===== src/rtl/mc_pkg.sv =====
package mc_pkg;
    localparam int XLEN    = 32;
    localparam int NREGS   = 32;
    localparam int RAW     = $clog2(NREGS);

    typedef enum logic [2:0] {
        ALU_AND = 3'b000,
        ALU_OR  = 3'b001,
        ALU_ADD = 3'b010,
        ALU_SUB = 3'b110,
        ALU_SLT = 3'b111
    } alu_op_e;

    typedef enum logic [1:0] {
        SRCB_REG  = 2'd0,
        SRCB_FOUR = 2'd1,
        SRCB_IMM  = 2'd2,
        SRCB_IMM4 = 2'd3
    } srcb_e;

    typedef enum logic [1:0] {
        NPC_ALU  = 2'd0,
        NPC_HOLD = 2'd1,
        NPC_JUMP = 2'd2
    } npc_e;

    typedef struct packed {
        logic [5:0]     op;
        logic [RAW-1:0] rs;
        logic [RAW-1:0] rt;
        logic [RAW-1:0] rd;
        logic [4:0]     sh;
        logic [5:0]     fn;
    } instr_t;

    function automatic logic [XLEN-1:0] sext16(input logic [15:0] v);
        return {{(XLEN-16){v[15]}}, v};
    endfunction
endpackage


===== src/rtl/mc_regfile.sv =====
module mc_regfile
    import mc_pkg::*;
(
    input  logic            clk,
    input  logic            rst,
    input  logic [RAW-1:0]  ra1,
    input  logic [RAW-1:0]  ra2,
    output logic [XLEN-1:0] rd1,
    output logic [XLEN-1:0] rd2,
    input  logic            we,
    input  logic [RAW-1:0]  wa,
    input  logic [XLEN-1:0] wd
);
    logic [XLEN-1:0] regs [NREGS];

    always_ff @(posedge clk) begin
        if (rst) begin
            for (int i = 0; i < NREGS; i++) regs[i] <= '0;
        end else if (we && wa != '0) begin
            regs[wa] <= wd;
        end
    end

    assign rd1 = (ra1 == '0) ? '0 : regs[ra1];
    assign rd2 = (ra2 == '0) ? '0 : regs[ra2];
endmodule


===== src/rtl/mc_alu.sv =====
module mc_alu
    import mc_pkg::*;
(
    input  logic [XLEN-1:0] a,
    input  logic [XLEN-1:0] b,
    input  alu_op_e         op,
    output logic [XLEN-1:0] y,
    output logic            z
);
    always_comb begin
        unique case (op)
            ALU_AND: y = a & b;
            ALU_OR:  y = a | b;
            ALU_ADD: y = a + b;
            ALU_SUB: y = a - b;
            ALU_SLT: y = {{(XLEN-1){1'b0}}, ($signed(a) < $signed(b))};
            default: y = '0;
        endcase
    end

    assign z = (y == '0);
endmodule


===== src/rtl/mc_mem.sv =====
module mc_mem
    import mc_pkg::*;
#(
    parameter int WORDS = 64,
    parameter logic [WORDS*XLEN-1:0] INIT = '0
) (
    input  logic            clk,
    input  logic            rst,
    input  logic [XLEN-1:0] addr,
    input  logic            we,
    input  logic [XLEN-1:0] wd,
    output logic [XLEN-1:0] rd
);
    localparam int AW = $clog2(WORDS);

    logic [XLEN-1:0] words [WORDS];
    logic [AW-1:0]   idx;

    assign idx = addr[AW+1:2];

    always_ff @(posedge clk) begin
        if (rst) begin
            for (int i = 0; i < WORDS; i++) words[i] <= INIT[i*XLEN +: XLEN];
        end else if (we) begin
            words[idx] <= wd;
        end
    end

    assign rd = words[idx];
endmodule


===== src/rtl/mc_datapath.sv =====
module mc_datapath
    import mc_pkg::*;
#(
    parameter int MEM_WORDS = 64,
    parameter logic [MEM_WORDS*32-1:0] INIT_IMAGE = '0
) (
    input  logic       clk,
    input  logic       rst,
    input  logic       pc_we,
    input  logic       branch,
    input  logic       iord,
    input  logic       mem_we,
    input  logic       ir_we,
    input  logic       reg_dst,
    input  logic       mem_to_reg,
    input  logic       reg_we,
    input  logic       src_a_sel,
    input  logic [1:0] src_b_sel,
    input  logic [2:0] alu_op,
    input  logic [1:0] pc_sel,
    output logic [5:0] opcode,
    output logic [5:0] funct,
    output logic       zero
);
    logic [XLEN-1:0] pc, pc_next, mem_addr, mem_rd;
    logic [XLEN-1:0] a_q, b_q, mdr_q, aluout_q;
    logic [XLEN-1:0] rd_a, rd_b, src_a, src_b, alu_y, imm_x, wb_data;
    logic [RAW-1:0]  wb_addr;
    instr_t          ir;
    logic            pc_load;

    assign imm_x = sext16({ir.rd, ir.sh, ir.fn});

    assign mem_addr = iord ? aluout_q : pc;

    mc_mem #(.WORDS(MEM_WORDS), .INIT(INIT_IMAGE)) u_mem (
        .clk(clk), .rst(rst), .addr(mem_addr), .we(mem_we), .wd(b_q), .rd(mem_rd)
    );

    assign wb_addr = reg_dst ? ir.rd : ir.rt;
    assign wb_data = mem_to_reg ? mdr_q : aluout_q;

    mc_regfile u_rf (
        .clk(clk), .rst(rst), .ra1(ir.rs), .ra2(ir.rt), .rd1(rd_a), .rd2(rd_b),
        .we(reg_we), .wa(wb_addr), .wd(wb_data)
    );

    always_comb begin
        src_a = src_a_sel ? a_q : pc;
        unique case (srcb_e'(src_b_sel))
            SRCB_REG:  src_b = b_q;
            SRCB_FOUR: src_b = 32'd4;
            SRCB_IMM:  src_b = imm_x;
            SRCB_IMM4: src_b = {imm_x[XLEN-3:0], 2'b00};
            default:   src_b = b_q;
        endcase
    end

    mc_alu u_alu (.a(src_a), .b(src_b), .op(alu_op_e'(alu_op)), .y(alu_y), .z(zero));

    always_comb begin
        unique case (npc_e'(pc_sel))
            NPC_ALU:  pc_next = alu_y;
            NPC_HOLD: pc_next = aluout_q;
            NPC_JUMP: pc_next = {pc[31:28], ir.rs, ir.rt, imm_x[15:0], 2'b00};
            default:  pc_next = alu_y;
        endcase
    end

    assign pc_load = pc_we | (branch & zero);

    always_ff @(posedge clk) begin
        if (rst) begin
            pc       <= '0;
            ir       <= '0;
            a_q      <= '0;
            b_q      <= '0;
            mdr_q    <= '0;
            aluout_q <= '0;
        end else begin
            if (pc_load) pc <= pc_next;
            if (ir_we)   ir <= instr_t'(mem_rd);
            a_q      <= rd_a;
            b_q      <= rd_b;
            mdr_q    <= mem_rd;
            aluout_q <= alu_y;
        end
    end

    assign opcode = ir.op;
    assign funct  = ir.fn;
endmodule


===== config.mk =====
export PLATFORM = sky130hd
export DESIGN_NAME = mc_datapath
export DESIGN_NICKNAME = d
export VERILOG_FILES = /design/src/rtl/mc_pkg.sv /design/src/rtl/mc_regfile.sv /design/src/rtl/mc_alu.sv /design/src/rtl/mc_mem.sv /design/src/rtl/mc_datapath.sv
export SDC_FILE = /design/constraint.sdc
export NUM_CORES = 2
export LEC_CHECK = 0
export BUFFER_PORTS_ARGS = -buffer_cell sky130_fd_sc_hd__buf_2
export CAP_MARGIN = 25
export CORE_ASPECT_RATIO = 2
export CORE_MARGIN = 2
export CORE_UTILIZATION = 30
export CTS_CLUSTER_SIZE = 10
export DETAILED_ROUTE_END_ITERATION = 6
export GPL_ROUTABILITY_DRIVEN = 0
export GPL_TIMING_DRIVEN = 1
export SLEW_MARGIN = 20
export SYNTH_ARGS = -nofsm -noshare
export SYNTH_HDL_FRONTEND = slang
export SYNTH_HIERARCHICAL = 1
export SYNTH_SLANG_ARGS = --single-unit

===== constraint.sdc =====
create_clock -name clk -period 9.8 [get_ports clk]
set_input_delay 1.47 -clock clk [delete_from_list [all_inputs] [get_ports clk]]
set_output_delay 1.47 -clock clk [all_outputs]
set_load 0.02 [all_outputs]

# [Word level (Yosys, flattened, before mapping)]
# Memories as Yosys holds them, arrays and structs flattened. A register that Yosys moved wholly into a read port is not among the register bits.
# Cells that the tools add are included.
[op_classes] addsub=2 order_cmp=1 n_bitwise=5 mux=21 reduce_logical=12 eq_ne=9
[ops] cell="case mux 32 bit (5 select lines)" n=1
[ops] cell="two-way mux 32 bit" n=4
[ops] cell="case mux 32 bit (4 select lines)" n=1
[ops] cell="case mux 32 bit (2 select lines)" n=1
[ops] cell="OR reduction 32 bit" n=2
[ops] cell="adder 32 bit" n=1
[ops] cell="bitwise AND 32 bit" n=1
[ops] cell="logical NOT 32 bit" n=1
[ops] cell="less-than comparator 32 bit" n=1
[ops] cell="bitwise OR 32 bit" n=1
[ops] cell="subtractor 32 bit" n=1
[ops] cell="logical NOT 5 bit" n=2
[ops] cell="two-way mux 1 bit" n=10
[ops] cell="two-way mux 5 bit" n=2
[ops] cell="two-way mux 8 bit" n=1
[ops] cell="equality test 2 bit, second input constant" n=3
[ops] cell="equality test 3 bit, second input constant" n=2
[ops] cell="two-way mux 6 bit" n=1
[ops] cell="nonzero test 5 bit" n=1
[ops] cell="equality test 2 x 1 -> 1 bit, second input constant" n=2
[ops] cell="OR reduction 2 bit" n=2
[ops] cell="equality test 3 x 1 -> 1 bit, second input constant" n=1
[ops] cell="equality test 3 x 2 -> 1 bit, second input constant" n=1
[ops] cell="logical NOT 3 bit" n=1
[ops] cell="other kinds (6)" n=6
[totals] out_inout_bits=13 register_bits=128 input_bits=18 mem_count=2 mem_bits_rw=3072 wordCells=62
[mem_list] name="u_mem.words" words=64 word_bits=32 rd=1 rd_ports_with_merged_regs=0 write_ports=64 line="mc_mem.sv:16" source="logic [XLEN-1:0] words [WORDS];"
[mem_list] name="u_rf.regs" words=32 word_bits=32 rd=2 rd_ports_with_merged_regs=2 write_ports=32 line="mc_regfile.sv:14" source="logic [XLEN-1:0] regs [NREGS];"

# [Depth between registers and ports, before layout]
[depth] depth_word=8 ltp_mapped=26 depth_no_buf=19

# [By module]
# Netlist, hierarchy kept.
[by_module_without_submodules] module="mc_mem" cells_each=6970 area_per_inst_um2=92807.8 instances=1 seq_area_each_um2=61499.0
[by_module_without_submodules] module="mc_regfile" cells_each=3502 area_per_inst_um2=54253.3 instances=1 seq_area_each_um2=30749.5
[by_module_without_submodules] module="mc_datapath" cells_each=786 area_per_inst_um2=8134.1 instances=1 seq_area_each_um2=3843.7
[by_module_without_submodules] module="mc_alu" cells_each=861 area_per_inst_um2=5710.5 instances=1 seq_area_each_um2=0.0

# [Least setup slack after synthesis]
# Ideal clock, no wire load.
[synth_path] path_type="input port to output port" start="input src_a_sel" end="output zero" t_required_ps=8330 n_path_buf=3 path_slack_ps=3129 t_arrival_ps=5201 cell_stages=17 path_cell_list="clkbuf_1 > buf_2 > mux2_2 > inv_1 > ha_1 > buf_2 > o21a_1 > o211ai_1 > a21oi_1 > a21o_4 > o2111ai_2 > a21oi_1 > a21oi_1 > mux2_2 > or2_2 > nand4bb_1 > nor3b_2"
[synth_via] elab_chain_cells=4 elab_cells_between_ends=8 cone_classes="2 x add/sub; 1 x order compare; 2 x mux; 2 x bitwise; 1 x reduce/logical"
[synth_rtl] element="start: declaration" line="mc_datapath.sv:17" source="input logic src_a_sel,"
[synth_rtl] element="two-way mux 32 bit *" line="mc_datapath.sv:49" source="src_a = src_a_sel ? a_q : pc;"
[synth_rtl] element="named net src_a[6]" line="mc_datapath.sv:27" source="logic [XLEN-1:0] rd_a, rd_b, src_a, src_b, alu_y, imm_x, wb_data;"
[synth_rtl] element="subtractor 32 bit or adder 32 bit (tied branches)" line="mc_alu.sv:15, mc_alu.sv:14"
[synth_rtl] element="case mux 32 bit (5 select lines) *" line="mc_alu.sv:11" source="unique case (op)"
[synth_rtl] element="named net alu_y[28]" line="mc_datapath.sv:27"
[synth_rtl] element="logical NOT 32 bit *" line="mc_alu.sv:21" source="assign z = (y == '0);"
[synth_rtl] element="end: declaration" line="mc_datapath.sv:23" source="output logic zero"
# Mark *: on every way through the listed nets, which the timed path passes. The rest lies on a longest branch.

# [Final worst setup path]
[layout_path] start="input src_b_sel[1]" end="output zero"
[layout_via] elab_chain_cells=5 elab_cells_between_ends=12 cone_classes="2 x add/sub; 1 x order compare; 3 x eq/ne; 2 x mux; 2 x bitwise; 2 x reduce/logical"
[layout_rtl] element="start: declaration" line="mc_datapath.sv:18" source="input logic [1:0] src_b_sel,"
[layout_rtl] element="equality test 2 bit (tied with other cells)" line="mc_datapath.sv:50" source="unique case (srcb_e'(src_b_sel))"
[layout_rtl] element="case mux 32 bit (4 select lines) *" line="mc_datapath.sv:50"
[layout_rtl] element="named net src_b[11]" line="mc_datapath.sv:27"
[layout_rtl] element="subtractor 32 bit or adder 32 bit (tied branches)" line="mc_alu.sv:15, mc_alu.sv:14"
[layout_rtl] element="case mux 32 bit (5 select lines) *" line="mc_alu.sv:11"
[layout_rtl] element="named net alu_y[12]" line="mc_datapath.sv:27"
[layout_rtl] element="logical NOT 32 bit *" line="mc_alu.sv:21"
# Marks and branches as above.

==> reports/results.ini <==
[setup_path]
criticalPathCategory=input port to output port
path_max_fanout=19
reg2reg_to=pc[8]$_SDFFE_PP0P_
slowest_delay_ns=0.73
path_cells=buf_2, and2_1, nand2_1, o21ai_1, inv_1, ha_1, inv_1, a21oi_1, nand2_1, a31o_2, a221oi_2, o22ai_1, nor4_1, nand4bb_1, nor4_1, nand4bb_1, nor3b_2, buf_4, buf_2
endpoint_kind=output port
rr_startpoint=b_q[11]$_SDFF_PP0_
r2r_slack_ns=2.06
ff2ff_path_depth=20
cp-start-kind=input port
crit_arrival_ns=7.97
worstPathRequired_ns=8.33
cpMaxStageDelayCell=and2_1

[clocking]
postCtsSetupBuffers=0
cts_made_buffers=366
cts_root_buffer=clkbuf_16
clk_pin_slew_ns=0.05
insertion_delay_ns=1.02
clock-sinks=3264
cts_hold_buf=0
cts_resized=0
tritoncts=yes
htree_levels=5
clk_path_buf_depth=4

[finish]
final_nets=11800
fill_cells=52000
stdcell_area_sq_um=179000
multi_input_area_sq_um=59200
drive_gt1_frac=0.162
regArea_sq_um=96200
area_growth_pct=11.7
final_common_cell=edfxtp_1
layout_common_cells=edfxtp_1, and2_1, mux4_2

[power_and_ir_drop]
p_per_area_nw_per_um2=214
p_int_mw=25.6
seq_power_share=0.440
swShare=0.332
p_leak_nw=61.6
p_clk_frac=0.328
pwr-share-comb=0.232
power.switching_mw=12.7
vdd_drop_max_v=0.000139

[placed_design]
hpwl_mm=405
portBuffers=30
postPlaceCellArea_sq_um=168000

[global_route]
grt_pass1_wl_mm=859
grt_antenna_before_repair=103
grtUsageTotal=0.225
grt_pass1_vias=108000
grt_overflow_total=0
grt_max_degree=107

[detailed_routing]
drt_pass1_iterations=6
wl_per_cell_um=33.0
routed_wl_mm=627
first_iter_violations=11600
via_per_inst=5.62
postRouteAntennaNets=0
vias=107000
drcViolationCount=0

[worst_hold_path]
hold_path_startpoint=pc[25]$_SDFFE_PP0P_
holdPathStages=2
hold_class=flip-flop to flip-flop
whs_endpoint=pc[25]$_SDFFE_PP0P_

[job]
cap_viol_max_count=0

[die]
start_util=0.301
die_x_um=521
die_area_sq_um=542000
core_sq_um=534000
die_y_mm=1.04
rows=380
pin_count=31

[synth]
mappedNetlistArea_sq_um=161000
ys_warn_count=6
syn_avg_cell_area_sq_um=13.3
synthCells=12100

[timing]
fin_crit_ns=9.44
hold_viol=0
clock.fmax_ghz=0.106
rsz0062_at_grt=no
finalCritPeriodShare=0.963
skew_ns=0.0679
relSlewSlack=0.0980
setup_violations=0
slew_viol_final=0
worst_slew_pin_slew_ns=1.34
setup_tns_ns=0

[run_status]
outcome=finished, final reports clean

## sequential cells by signal, summed over array words and instances (netlist names)
signal,flops
b_q,32
a_q,32
mdr_q,32
imm_x,10
funct,6
u_rf/regs,1024
aluout_q,32
pc,32
u_mem/words,2048
ir,10
opcode,6
## final cells by class
| class | instances | area share |
|---|---|---|
| Antenna cell | 151 | 0.00211 |
| Clock buffer | 493 | 0.0544 |
| Clock inverter | 29 | 0.00283 |
| Inverter | 129 | 0.00274 |
| Multi-Input combinational cell | 7453 | 0.330 |
| Sequential cell | 3264 | 0.536 |
| Tap cell | 7067 | 0.0493 |
| Timing Repair Buffer | 454 | 0.0224 |
## stage by stage
step	hold slack, ns	power, mW	util	cells	setup WS [ns]
after detailed placement	0.450	25.6	0.315	18400	1.29
after floorplan	0.434	21.6	-	12100	3.13
after CTS	0.458	38.1	0.334	18900	1.25
after global placement	0.466	25.5	0.314	18300	1.23
final	0.461	38.3	0.336	19000	0.364
after global routing	0.482	39.1	0.335	19000	0.343
## power by group through the flow
stage / registers (mW) / logic, mW / clock network, mW
6_report: 16.9 / 8.87 / 12.6
5_1_grt: 16.9 / 9.07 / 13.2
4_1_cts: 16.9 / 8.48 / 12.7
3_5_place_dp: 17.1 / 8.46 / 0
3_3_place_gp: 17.1 / 8.39 / 0
2_1_floorplan: 16.4 / 5.27 / 0
## critical path, delay by kind of cell
family	cells	cell delay (ns)
AO/OA/AOI/OAI	5	1.49
adder cells (fa/ha/maj)	1	0.60
buffers and inverters	5	1.38
AND/OR/NAND/NOR	8	3.00
## metal layers
layer  global-route usage  share of wire  up-vias  wire, um
li1                     -              -    44100         -
met1                0.215           0.30    54600    191000
met2                0.401           0.51     5977    322000
met3               0.0445          0.072     2344     45400
met4                0.216           0.11       48     69700
met5                    0        0.00051        -       323
## how the worst max path moves through the flow
stage,start,to,cells past startpoint
final,src_b_sel[1],zero,19
after global routing,src_b_sel[1],zero,19
after CTS,src_b_sel[1],zero,19
after detailed placement,src_b_sel[1],zero,19
after global placement,src_b_sel[1],zero,19
after floorplan,src_a_sel,zero,17
Note: power is estimated with default switching activity, not from simulation.
